[config.mk]
export PLATFORM = sky130hd
export DESIGN_NAME = pll_param_search
export DESIGN_NICKNAME = d
export VERILOG_FILES = /design/src/rtl/pll_search_pkg.sv /design/src/rtl/pll_band_check.sv /design/src/rtl/pll_quot_div.sv /design/src/rtl/pll_cand_eval.sv /design/src/rtl/pll_param_search.sv
export SDC_FILE = /design/constraint.sdc
export NUM_CORES = 2
export LEC_CHECK = 0
export ABC_AREA = 1
export CORE_UTILIZATION = 35
export CTS_BUF_LIST = sky130_fd_sc_hd__clkbuf_8
export DETAILED_ROUTE_END_ITERATION = 16
export DONT_BUFFER_PORTS = 1
export MAX_ROUTING_LAYER = met4
export PLACE_DENSITY = 0.53
export SLEW_MARGIN = 20
export SYNTH_ARGS = -nofsm -noshare
export SYNTH_HDL_FRONTEND = slang
export SYNTH_SLANG_ARGS = --single-unit
[constraint.sdc]
create_clock -name clk -period 16.57 [get_ports clk]
set_input_delay 3.314 -clock clk [delete_from_list [all_inputs] [get_ports clk]]
set_output_delay 3.314 -clock clk [all_outputs]
set_load 0.02 [all_outputs]
[src/rtl/pll_search_pkg.sv]
package pll_search_pkg;
    localparam int unsigned FREQ_W = 32;
    localparam int unsigned ERR_W  = 64;

    typedef enum logic [2:0] {
        S_IDLE,
        S_SCALE,
        S_LAUNCH,
        S_WAIT,
        S_EVAL,
        S_FINISH
    } srch_state_t;
endpackage

[src/rtl/pll_band_check.sv]
module pll_band_check #(
    parameter int unsigned FW    = 32,
    parameter int unsigned LO_HZ = 3125000,
    parameter int unsigned HI_HZ = 220000000
) (
    input  logic [FW-1:0] freq,
    output logic          out_of_band
);
    assign out_of_band = (freq < FW'(LO_HZ)) || (freq > FW'(HI_HZ));
endmodule

[src/rtl/pll_quot_div.sv]
module pll_quot_div #(
    parameter int unsigned DW    = 41,
    parameter int unsigned DEN_W = 32,
    parameter int unsigned QW    = 12
) (
    input  logic             clk,
    input  logic             rst_n,
    input  logic             go,
    input  logic [DW-1:0]    dividend,
    input  logic [DEN_W-1:0] divisor,
    output logic [QW-1:0]    quot,
    output logic [DEN_W-1:0] rem,
    output logic             fin
);
    localparam int unsigned CW = $clog2(QW + 1);

    logic [DEN_W-1:0] acc_q;
    logic [QW-1:0]    low_q;
    logic [QW-1:0]    q_q;
    logic [CW-1:0]    cnt_q;
    logic             fin_q;
    logic [DEN_W:0]   trial;
    logic             take;

    always_comb begin
        trial = {acc_q, low_q[QW-1]};
        take  = trial >= {1'b0, divisor};
    end

    always_ff @(posedge clk or negedge rst_n) begin
        if (!rst_n) begin
            acc_q <= '0;
            low_q <= '0;
            q_q   <= '0;
            cnt_q <= '0;
            fin_q <= 1'b0;
        end else begin
            fin_q <= 1'b0;
            if (go) begin
                acc_q <= DEN_W'(dividend[DW-1:QW]);
                low_q <= dividend[QW-1:0];
                q_q   <= '0;
                cnt_q <= CW'(QW);
            end else if (cnt_q != '0) begin
                acc_q <= take ? DEN_W'(trial - {1'b0, divisor}) : DEN_W'(trial);
                q_q   <= {q_q[QW-2:0], take};
                low_q <= {low_q[QW-2:0], 1'b0};
                cnt_q <= cnt_q - CW'(1);
                if (cnt_q == CW'(1)) fin_q <= 1'b1;
            end
        end
    end

    assign quot = q_q;
    assign rem  = acc_q;
    assign fin  = fin_q;

    // the quotient must fit QW bits for the truncated m to be exact
    p_quot_fits_r4: assert property (@(posedge clk) disable iff (!rst_n)
        go |-> (DEN_W'(dividend[DW-1:QW]) < divisor));

    // a finished division leaves a remainder below the divisor
    p_rem_bound_r4: assert property (@(posedge clk) disable iff (!rst_n)
        fin_q |-> (acc_q < divisor));
endmodule

[src/rtl/pll_cand_eval.sv]
module pll_cand_eval #(
    parameter int unsigned FW             = 32,
    parameter int unsigned NW             = 9,
    parameter int unsigned QW             = 12,
    parameter int unsigned EW             = 64,
    parameter int unsigned REF_HZ         = 14318180,
    parameter int unsigned M_MIN          = 3,
    parameter int unsigned M_DIRECT_MAX   = 257,
    parameter int unsigned M_FALLBACK_MAX = 1028
) (
    input  logic [FW-1:0] target,
    input  logic [NW-1:0] n,
    input  logic [QW-1:0] m,
    output logic          usable,
    output logic [EW-1:0] err
);
    logic [QW-1:0] m_eff;
    logic [EW-1:0] lhs;
    logic [EW-1:0] rhs;

    always_comb begin
        if (m >= QW'(M_MIN) && m <= QW'(M_DIRECT_MAX)) m_eff = m;
        else                                          m_eff = m & ~QW'(3);
        lhs    = EW'(target) * EW'(n);
        rhs    = EW'(REF_HZ) * EW'(m_eff);
        err    = (lhs >= rhs) ? (lhs - rhs) : (rhs - lhs);
        usable = (m <= QW'(M_FALLBACK_MAX));
    end
endmodule

[src/rtl/pll_param_search.sv]
module pll_param_search
    import pll_search_pkg::*;
#(
    parameter int unsigned REF_HZ         = 14318180,
    parameter int unsigned LO_HZ          = 3125000,
    parameter int unsigned HI_HZ          = 220000000,
    parameter int unsigned VCO_MIN_HZ     = 100000000,
    parameter int unsigned N_FIRST        = 3,
    parameter int unsigned N_LAST         = 257,
    parameter int unsigned M_MIN          = 3,
    parameter int unsigned M_DIRECT_MAX   = 257,
    parameter int unsigned M_FALLBACK_MAX = 1028,
    parameter int unsigned QBITS          = 12,
    parameter int unsigned CODE_W         = 8,
    parameter int unsigned DIV_STEP       = 16,
    parameter int unsigned LOOP1_BIT      = 2
) (
    input  logic              clk,
    input  logic              rst_n,
    input  logic              start,
    input  logic [31:0]       freq_hz,
    output logic              busy,
    output logic              done,
    output logic              range_err,
    output logic [CODE_W-1:0] m_code,
    output logic [CODE_W-1:0] n_code,
    output logic [CODE_W-1:0] div_code
);
    localparam int unsigned NW = $clog2(N_LAST + 1);
    localparam int unsigned DW = FREQ_W + NW;

    srch_state_t       state_q, state_d;
    logic [FREQ_W-1:0] target_q;
    logic [CODE_W-1:0] div_acc_q;
    logic [NW-1:0]     n_q, best_n_q;
    logic [QBITS-1:0]  best_m_q;
    logic [ERR_W-1:0]  best_err_q;
    logic              busy_q, done_q, range_err_q;
    logic [CODE_W-1:0] m_code_q, n_code_q, div_code_q;

    logic              oob;
    logic              div_go, div_fin;
    logic [DW-1:0]     dividend;
    logic [QBITS-1:0]  quot;
    logic [FREQ_W-1:0] rem;
    logic              cand_ok;
    logic [ERR_W-1:0]  cand_err;

    pll_band_check #(.FW(FREQ_W), .LO_HZ(LO_HZ), .HI_HZ(HI_HZ)) u_band (
        .freq        (freq_hz),
        .out_of_band (oob)
    );

    assign div_go   = (state_q == S_LAUNCH);
    assign dividend = DW'(target_q) * DW'(n_q);

    pll_quot_div #(.DW(DW), .DEN_W(FREQ_W), .QW(QBITS)) u_div (
        .clk      (clk),
        .rst_n    (rst_n),
        .go       (div_go),
        .dividend (dividend),
        .divisor  (FREQ_W'(REF_HZ)),
        .quot     (quot),
        .rem      (rem),
        .fin      (div_fin)
    );

    pll_cand_eval #(
        .FW(FREQ_W), .NW(NW), .QW(QBITS), .EW(ERR_W), .REF_HZ(REF_HZ),
        .M_MIN(M_MIN), .M_DIRECT_MAX(M_DIRECT_MAX), .M_FALLBACK_MAX(M_FALLBACK_MAX)
    ) u_eval (
        .target (target_q),
        .n      (n_q),
        .m      (quot),
        .usable (cand_ok),
        .err    (cand_err)
    );

    // next-state logic
    always_comb begin
        state_d = state_q;
        unique case (state_q)
            S_IDLE:   if (start && !oob) state_d = S_SCALE;
            S_SCALE:  if (target_q >= FREQ_W'(VCO_MIN_HZ)) state_d = S_LAUNCH;
            S_LAUNCH: state_d = S_WAIT;
            S_WAIT:   if (div_fin) state_d = S_EVAL;
            S_EVAL:   state_d = (n_q == NW'(N_LAST)) ? S_FINISH : S_LAUNCH;
            S_FINISH: state_d = S_IDLE;
            default:  state_d = S_IDLE;
        endcase
    end

    always_ff @(posedge clk or negedge rst_n) begin
        if (!rst_n) state_q <= S_IDLE;
        else        state_q <= state_d;
    end

    // datapath and outputs
    always_ff @(posedge clk or negedge rst_n) begin
        if (!rst_n) begin
            target_q    <= '0;
            div_acc_q   <= '0;
            n_q         <= '0;
            best_n_q    <= '0;
            best_m_q    <= '0;
            best_err_q  <= '1;
            busy_q      <= 1'b0;
            done_q      <= 1'b0;
            range_err_q <= 1'b0;
            m_code_q    <= '0;
            n_code_q    <= '0;
            div_code_q  <= '0;
        end else begin
            done_q <= 1'b0;
            unique case (state_q)
                S_IDLE: begin
                    if (start) begin
                        if (oob) begin
                            done_q      <= 1'b1;
                            range_err_q <= 1'b1;
                        end else begin
                            busy_q     <= 1'b1;
                            target_q   <= freq_hz;
                            div_acc_q  <= '0;
                            n_q        <= NW'(N_FIRST);
                            best_err_q <= '1;
                            best_m_q   <= '0;
                            best_n_q   <= '0;
                        end
                    end
                end
                S_SCALE: begin
                    if (target_q < FREQ_W'(VCO_MIN_HZ)) begin
                        target_q  <= target_q << 1;
                        div_acc_q <= div_acc_q + CODE_W'(DIV_STEP);
                    end
                end
                S_LAUNCH, S_WAIT: ;
                S_EVAL: begin
                    if (cand_ok && cand_err < best_err_q) begin
                        best_err_q <= cand_err;
                        best_m_q   <= quot;
                        best_n_q   <= n_q;
                    end
                    n_q <= n_q + NW'(1);
                end
                S_FINISH: begin
                    busy_q      <= 1'b0;
                    done_q      <= 1'b1;
                    range_err_q <= 1'b0;
                    n_code_q    <= CODE_W'(best_n_q - NW'(2));
                    if (best_m_q > QBITS'(M_DIRECT_MAX)) begin
                        m_code_q   <= CODE_W'((best_m_q >> 2) - QBITS'(2));
                        div_code_q <= div_acc_q;
                    end else begin
                        m_code_q   <= CODE_W'(best_m_q - QBITS'(2));
                        div_code_q <= div_acc_q | CODE_W'(1 << LOOP1_BIT);
                    end
                end
                default: ;
            endcase
        end
    end

    assign busy      = busy_q;
    assign done      = done_q;
    assign range_err = range_err_q;
    assign m_code    = m_code_q;
    assign n_code    = n_code_q;
    assign div_code  = div_code_q;

    // out-of-band request answered on the next edge without a search
    p_reject_r2: assert property (@(posedge clk) disable iff (!rst_n)
        (state_q == S_IDLE && start && oob) |=> (done_q && range_err_q && !busy_q));

    // the sweep only ever sees a target inside the oscillator band
    p_target_band_r3: assert property (@(posedge clk) disable iff (!rst_n)
        (state_q == S_LAUNCH) |-> (target_q >= FREQ_W'(VCO_MIN_HZ) && target_q <= FREQ_W'(HI_HZ)));

    // candidates are judged only for n inside the sweep window
    p_n_window_r4: assert property (@(posedge clk) disable iff (!rst_n)
        (state_q == S_EVAL) |-> (n_q >= NW'(N_FIRST) && n_q <= NW'(N_LAST)));

    // the kept error never grows during a sweep
    p_best_monotone_r5: assert property (@(posedge clk) disable iff (!rst_n)
        (state_q == S_EVAL) |=> (best_err_q <= $past(best_err_q)));

    // only the loop-divide bit may be set in the low nibble
    p_div_low_r7: assert property (@(posedge clk) disable iff (!rst_n)
        (done_q && !range_err_q) |-> (div_code_q[1:0] == 2'b00 && !div_code_q[3]));

    // done lasts a single cycle
    p_done_pulse_r8: assert property (@(posedge clk) disable iff (!rst_n)
        done_q |=> !done_q);

    // a start during a search leaves the working target untouched
    p_ignore_start_r9: assert property (@(posedge clk) disable iff (!rst_n)
        (start && (state_q == S_LAUNCH || state_q == S_WAIT || state_q == S_EVAL)) |=> $stable(target_q));

    // busy stays up until the encode state
    p_busy_hold_r9: assert property (@(posedge clk) disable iff (!rst_n)
        (busy_q && state_q != S_FINISH) |=> busy_q);
endmodule

# After elaboration in Yosys (flattened, before gate mapping)
# Index checks and enable logic that the tools add are counted.
word_totals:
  regBits: 224
op_classes:
  addsub: 9
  n_mul: 3
  n_lt_le_gt_ge: 11
  eq_ne: 15
  muxes: 53
  reduce_logical: 17
op_table:
  columns: ["op", "n"]
  rows:
  - ["$mux 64", 4]
  - ["$mux 32", 6]
  - ["$pmux 64 s2", 1]
  - ["$mux 12", 7]
  - ["$mul 32x9->41", 2]
  - ["$lt 64x64->1", 1]
  - ["$pmux 32 s2", 1]
  - ["$mux 8", 7]
  - ["$sub 36x41->42", 1]
  - ["$sub 41x36->42", 1]
  - ["$ge 41x36->1", 1]
  - ["$mul 22x12->34 const A", 1]
  - ["$ge 33x24->1 const B", 1]
  - ["$ge 32x27->1 const B", 1]
  - ["$gt 32x28->1 const B", 1]
  - ["$lt 32x22->1 const B", 1]
  - ["$lt 32x27->1 const B", 1]
  - ["$pmux 8 s2", 2]
  - ["$sub 32x24->32 const B", 1]
  - ["$pmux 12 s2", 1]
  - ["$sub 8x2->8 const B", 3]
  - ["$mux 9", 2]
  - ["$pmux 9 s2", 1]
  - ["$mux 3", 5]
  - ["other kinds (27)", 55]

# Longest topological paths before layout
logic_depth:
  depth_word: 10
  mapped_depth: 64
  ltp_nobuf: 62

# Modules after synthesis
# A second synthesis with hierarchy kept.
unflattened:
  cells_unflattened: 6217
  hier_area_um2: 43422.9
modules_own_cells:
  columns: ["module", "instances", "cells_per_inst", "area_each_um2", "seq_area_each_um2"]
  rows:
  - ["pll_cand_eval", 1, 2710, 18811.8, 0.0]
  - ["pll_param_search", 1, 2561, 18779.3, 3983.8]
  - ["pll_quot_div", 1, 875, 5524.0, 1526.5]
  - ["pll_band_check", 1, 71, 307.8, 0.0]

# Worst setup path after synthesis
# No wires, ideal clock.
synth_timing:
  path_kind: "flip-flop to flip-flop"
  start: "reg u_div.q_q[7] (netlist: u_div.quot[7])"
  end: "reg best_err_q[13]"
  setup_ns: 0.061
  arrival_ns: 9.005
  setup_slack_ns: 7.504
  stages_incl_launch_ff: 55
  path_cell_list: "dfrtp_1 inv_1 ha_1 inv_1 o21ai_0 inv_1 o21ai_0 a21boi_0 o21ai_0 nand2_1 nand2_1 nand2_1 nor2_1 inv_1 ha_1 inv_1 fa_1 inv_1 (+19 left out) inv_4 buf_6 nand2_1 nand2_1 inv_1 ha_1 a21oi_1 o21ai_0 nand2_1 o211ai_1 nand2_1 nand2_1 a221oi_1 nand2_1 a21oi_1 clkbuf_1 o21ai_1 nand2_1"
synth_between:
  elab_chain_cells: 10
synth_rtl:
  columns: ["element", "line_no", "source"]
  rows:
  - ["start: declaration", "pll_quot_div.sv:19", "logic [QW-1:0] q_q;"]
  - ["start signal: assignment", "pll_quot_div.sv:46", "q_q <= {q_q[QW-2:0], take};"]
  - ["$ge 12x2->1 or $le 12x9->1 (tied branches)", "pll_cand_eval.sv:22", "if (m >= QW'(M_MIN) && m <= QW'(M_DIRECT_MAX)) m_eff = m;"]
  - ["$logic_and 1x1->1", "pll_cand_eval.sv:22", null]
  - ["$mux 2", "pll_cand_eval.sv:22", null]
  - ["$mul 22x12->34", "pll_cand_eval.sv:25", "rhs = EW'(REF_HZ) * EW'(m_eff);"]
  - ["$sub 36x41->42, or another cell as far along", "pll_cand_eval.sv:26", "err = (lhs >= rhs) ? (lhs - rhs) : (rhs - lhs);"]
  - ["$mux 64", "pll_cand_eval.sv:26", null]
  - ["$lt 64x64->1", "pll_param_search.sv:140", "if (cand_ok && cand_err < best_err_q) begin"]
  - ["$logic_and 1x1->1", "pll_param_search.sv:140", null]
  - ["$ne 2x2->1 (no line)", null, null]
  - ["$reduce_and 4->1 (no line)", null, null]
  - ["end signal: assignment", "pll_param_search.sv:141", "best_err_q <= cand_err;"]
  - ["end: declaration", "pll_param_search.sv:37", "logic [ERR_W-1:0] best_err_q;"]
# Parallel ways exist; a longest one is shown, timed or not. The select of a mux whose other input is x is not followed.
# A chain may end at the register's enable or synchronous reset.

# Worst setup path after layout
layout_timing:
  start: "reg u_div.q_q[7] (netlist: u_div.quot[7])"
  end: "reg best_err_q[5]"
# Same word-level chain as after synthesis.

==> run summary <==
TIMING
--------------------------------------------------------------------------------------
Hold violation total from the final report ..............................            0
Final-report max-slew violation count ...................................            0
Final setup skew ........................................................    0.0237 ns
Setup TNS ...............................................................         0 ns
Final period utilization ................................................        70.7%
Timing-limited maximum frequency ........................................     85.4 MHz
Unrepaired setup endpoints after global routing .........................           no
Fin crit period .........................................................     11.71 ns
Slew headroom ...........................................................        29.1%
Setup-violating endpoint count in the final report ......................            0
Least setup slack across all paths after layout .........................      4.86 ns
Pin slew with the least headroom to its limit ...........................      1.06 ns

GLOBAL ROUTING
--------------------------------------------------------------------------------------
Via count of the first global-routing pass ..............................        25000
Global-route wire length before repair ..................................       147 mm
All-Layer GR Usage ......................................................        22.8%
Pin count of the biggest net entering global routing ....................          196
Initial antenna violation count .........................................            2
Total congestion overflow ...............................................            0

CTS
--------------------------------------------------------------------------------------
Hold buffer count at CTS ................................................            0
Total setup buffers inserted after CTS ..................................            0
TritonCTS clock tree ....................................................        built
CTS Root Buffer Type .................................................... sky130_fd_sc_hd__clkbuf_8
Clock latency of the later-clocked register in the worst-skew pair ......      0.60 ns
Post-CTS Resized ........................................................            0
Clock tree sinks ........................................................          195
Number of CTS-inserted buffers ..........................................           17
Clock-pin slew on the worst setup and hold paths ........................      0.12 ns
Number of H-tree levels .................................................            4
Clk buf depth ...........................................................            2

LOGIC SYNTHESIS
--------------------------------------------------------------------------------------
Primary flip-flop cell chosen by synthesis mapping ...................... sky130_fd_sc_hd__dfrtp_1
Fraction of registers with async set/reset ..............................         100%
Portion of synthesized cell area occupied by the leading cell type ......        20.5%
Ys Warns ................................................................            0
Number of enable flip-flop cells after synthesis ........................            0
Proportion of synthesized chip area in sequential cells .................        16.9%
Area of the mapped netlist ..............................................    29200 um2
Leading cell types by total area after synthesis ........................ sky130_fd_sc_hd__fa_1 (20%), sky130_fd_sc_hd__nand2_1 (14%), sky130_fd_sc_hd__dfrtp_1 (13%), sky130_fd_sc_hd__ha_1 (12%), sky130_fd_sc_hd__inv_1 (9.7%)
Synthesized instance count ..............................................         4028
Mean cell area of the mapped netlist ....................................     7.25 um2
Flops & latches, synth ..................................................          195
Synth unique cells ......................................................           61
Cell type with the highest aggregate area in the netlist ................ sky130_fd_sc_hd__fa_1

DETAILED ROUTING
--------------------------------------------------------------------------------------
Number of vias per cell .................................................         5.04
Detailed-route wire length ..............................................      91.1 mm
Residual antenna-violating net count after detailed routing .............            0
Average wire per cell in the routed design ..............................      18.2 um
DRT Pass-1 Iters ........................................................            6
DRC violations left .....................................................            0
Iter 0 DRT Violations ...................................................         1794
Routed vias .............................................................        25300

CRITICAL PATH
--------------------------------------------------------------------------------------
Critical path fanouts, max ..............................................           42
Arrival time of data at the critical path endpoint ......................     12.24 ns
Max incr delay on CP ....................................................      0.54 ns
Critical path launch point type .........................................         flop
Endpoint type of the worst setup path ...................................         flop
Critical path class ..................................................... flop to flop
Critical path required time .............................................     17.10 ns
Library cell contributing the largest single delay on the critical path . sky130_fd_sc_hd__fa_1
Setup slack, reg-to-reg .................................................      4.86 ns

PLACE
--------------------------------------------------------------------------------------
Post-place setup slack ..................................................      4.91 ns
Detailed-placement wirelength estimate ..................................      74.3 mm
Global placement routability congestion .................................         1.02
Number of I/O port buffers ..............................................            0

DIE
--------------------------------------------------------------------------------------
Site Rows ...............................................................          105
DIE WIDTH ...............................................................       291 um
Starting utilization of the core area ...................................        35.5%
Die area ................................................................    84600 um2
Top-Level Pins ..........................................................           62
Core Box Area ...........................................................    82400 um2
Chip Height .............................................................       291 um

MIN PATH
--------------------------------------------------------------------------------------
Path type of the worst min-delay path ................................... flop to flop

JOB
--------------------------------------------------------------------------------------
Max-cap violations ......................................................            0

RUN STATUS
--------------------------------------------------------------------------------------
Outcome .................................................................    completed

LAYOUT
--------------------------------------------------------------------------------------
Number of nets in the final layout ......................................         4546
Relative area change from synthesis to final layout .....................        4.62%
Filler cell count .......................................................         8724
Share of cells above drive strength 1 ...................................        4.55%

[final timing paths]
path / startpoint / to / cells after the start
max in group asynchronous: rst_n / u_div.quot[9]$_DFFE_PN0P_ / 0
worst max-delay path: u_div.quot[7]$_DFFE_PN0P_ / best_err_q[5]$_DFFE_PN1P_ / 54
worst min-delay path: best_err_q[22]$_DFFE_PN1P_ / best_err_q[22]$_DFFE_PN1P_ / 2
worst max register to register: u_div.quot[7]$_DFFE_PN0P_ / best_err_q[5]$_DFFE_PN1P_ / 54
worst min register to register: best_err_q[22]$_DFFE_PN1P_ / best_err_q[22]$_DFFE_PN1P_ / 2
min in group asynchronous: rst_n / u_div.rem[31]$_DFFE_PN0P_ / 0
[synthesized netlist by cell type (4+ instances only)]
cell	number
sky130_fd_sc_hd__ha_1	287
sky130_fd_sc_hd__o21a_1	7
sky130_fd_sc_hd__nor2_2	4
sky130_fd_sc_hd__nand3_2	4
sky130_fd_sc_hd__nand3_1	106
sky130_fd_sc_hd__o221ai_1	16
sky130_fd_sc_hd__a21o_1	13
sky130_fd_sc_hd__inv_1	754
sky130_fd_sc_hd__buf_1	18
sky130_fd_sc_hd__o31ai_1	5
sky130_fd_sc_hd__dfstp_2	42
sky130_fd_sc_hd__o21bai_1	21
sky130_fd_sc_hd__inv_2	35
sky130_fd_sc_hd__a31oi_1	27
sky130_fd_sc_hd__nor4_1	14
sky130_fd_sc_hd__a21oi_2	7
sky130_fd_sc_hd__o21ai_1	41
sky130_fd_sc_hd__o211ai_1	14
sky130_fd_sc_hd__xor2_1	111
sky130_fd_sc_hd__a221oi_1	5
sky130_fd_sc_hd__nor2_1	211
sky130_fd_sc_hd__fa_1	299
sky130_fd_sc_hd__o22ai_1	27
sky130_fd_sc_hd__buf_2	21
sky130_fd_sc_hd__clkbuf_2	4
sky130_fd_sc_hd__buf_4	4
sky130_fd_sc_hd__mux2i_1	21
sky130_fd_sc_hd__dfrtp_1	153
sky130_fd_sc_hd__nand4_1	24
sky130_fd_sc_hd__or2_2	5
sky130_fd_sc_hd__nor3_1	37
sky130_fd_sc_hd__clkbuf_1	98
sky130_fd_sc_hd__nand2_2	9
sky130_fd_sc_hd__nand2_1	1101
sky130_fd_sc_hd__xnor2_1	38
sky130_fd_sc_hd__o21ai_0	199
sky130_fd_sc_hd__a21oi_1	209
[flip-flops by register name, indices dropped and copies added (netlist names), 3 cells and up]
register / cells
best_err_q: 42
best_m_q: 12
best_n_q: 8
div_acc_q: 4
div_code: 5
m_code: 8
n_code: 8
n_q: 9
state_q: 3
target_q: 32
u_div.cnt_q: 4
u_div.low_q: 12
u_div.quot: 12
u_div.rem: 32
[kinds of logic after synthesis]
| kind of cell | share of synthesized area, % |
|---|---|
| and+or+nand+nor | 21.0 |
| AOI/OAI and AO/OA | 11.8 |
| muxes | 0.720 |
| adders and majority gates | 32.8 |
| xor gates and xnor gates | 4.47 |
| DFF | 16.9 |
| buffers and inverters | 12.3 |
| other | 0.0128 |
[cells in the final DEF (no fill, tap or decap), types with 13 or more instances in the layout]
cell	synthesis	layout
sky130_fd_sc_hd__nand2_1	1101	1099
sky130_fd_sc_hd__inv_1	754	754
sky130_fd_sc_hd__fa_1	299	299
sky130_fd_sc_hd__ha_1	287	287
sky130_fd_sc_hd__nor2_1	211	208
sky130_fd_sc_hd__a21oi_1	209	208
sky130_fd_sc_hd__o21ai_0	199	199
sky130_fd_sc_hd__dfrtp_1	153	151
sky130_fd_sc_hd__xor2_1	111	111
sky130_fd_sc_hd__nand3_1	106	106
sky130_fd_sc_hd__dfstp_2	42	42
sky130_fd_sc_hd__o21ai_1	41	41
sky130_fd_sc_hd__xnor2_1	38	38
sky130_fd_sc_hd__nor3_1	37	37
sky130_fd_sc_hd__inv_2	35	36
sky130_fd_sc_hd__a31oi_1	27	27
sky130_fd_sc_hd__o22ai_1	27	27
sky130_fd_sc_hd__nand4_1	24	24
sky130_fd_sc_hd__buf_4	4	24
sky130_fd_sc_hd__o21bai_1	21	21
sky130_fd_sc_hd__mux2i_1	21	21
sky130_fd_sc_hd__clkbuf_8	0	17
sky130_fd_sc_hd__o221ai_1	16	16
sky130_fd_sc_hd__nor4_1	14	14
sky130_fd_sc_hd__o211ai_1	14	14
sky130_fd_sc_hd__a21o_1	13	13
[worst max-delay path, delay by kind of cell (launching register included)]
kind,cells,cell delay (ns)
adders and majority gates,8,3.09
AOI/OAI and AO/OA,21,4.05
DFF,1,0.49
and+or+nand+nor,13,1.76
buffers and inverters,11,2.00
xor gates and xnor gates,1,0.22
[layer usage]
metal / GRT usage [%] / vias to the layer above / wire, um
met3: 2.25 / 82 / 4220
met4: 5.64 / 0 / 1950
met2: 35.1 / 653 / 41100
li1: - / 12300 / -
met1: 32.1 / 12300 / 43800
met5: - / - / 0
[area by class of cell]
class,instances,area (um2),area share (%)
diodes,1,2.50,0.00819
clock buffers,17,234,0.766
clock inverters,15,183,0.598
inverters,791,2970,9.72
multi-input cells,2896,20700,67.8
flip-flops and latches,195,4930,16.1
well taps,1070,1340,4.38
repair buffers,24,180,0.590
[metrics by stage]
| stage | hold slack, ns | util (%) | cell area (um2) | cells |
|---|---|---|---|---|
| CTS | 0.476 | 37.1 | 30600 | 5008 |
| floorplan | 0.447 | - | 29200 | 4030 |
| detailed placement | 0.458 | 36.6 | 30100 | 4976 |
| finish | 0.475 | 37.1 | 30600 | 5009 |
| global route | 0.486 | 37.1 | 30600 | 5009 |
| global placement | 0.454 | 36.6 | 30100 | 4976 |
Power is left out: the tool's default activity adds up to more than one toggle a clock period on the data nets, which glitch-free logic cannot reach.
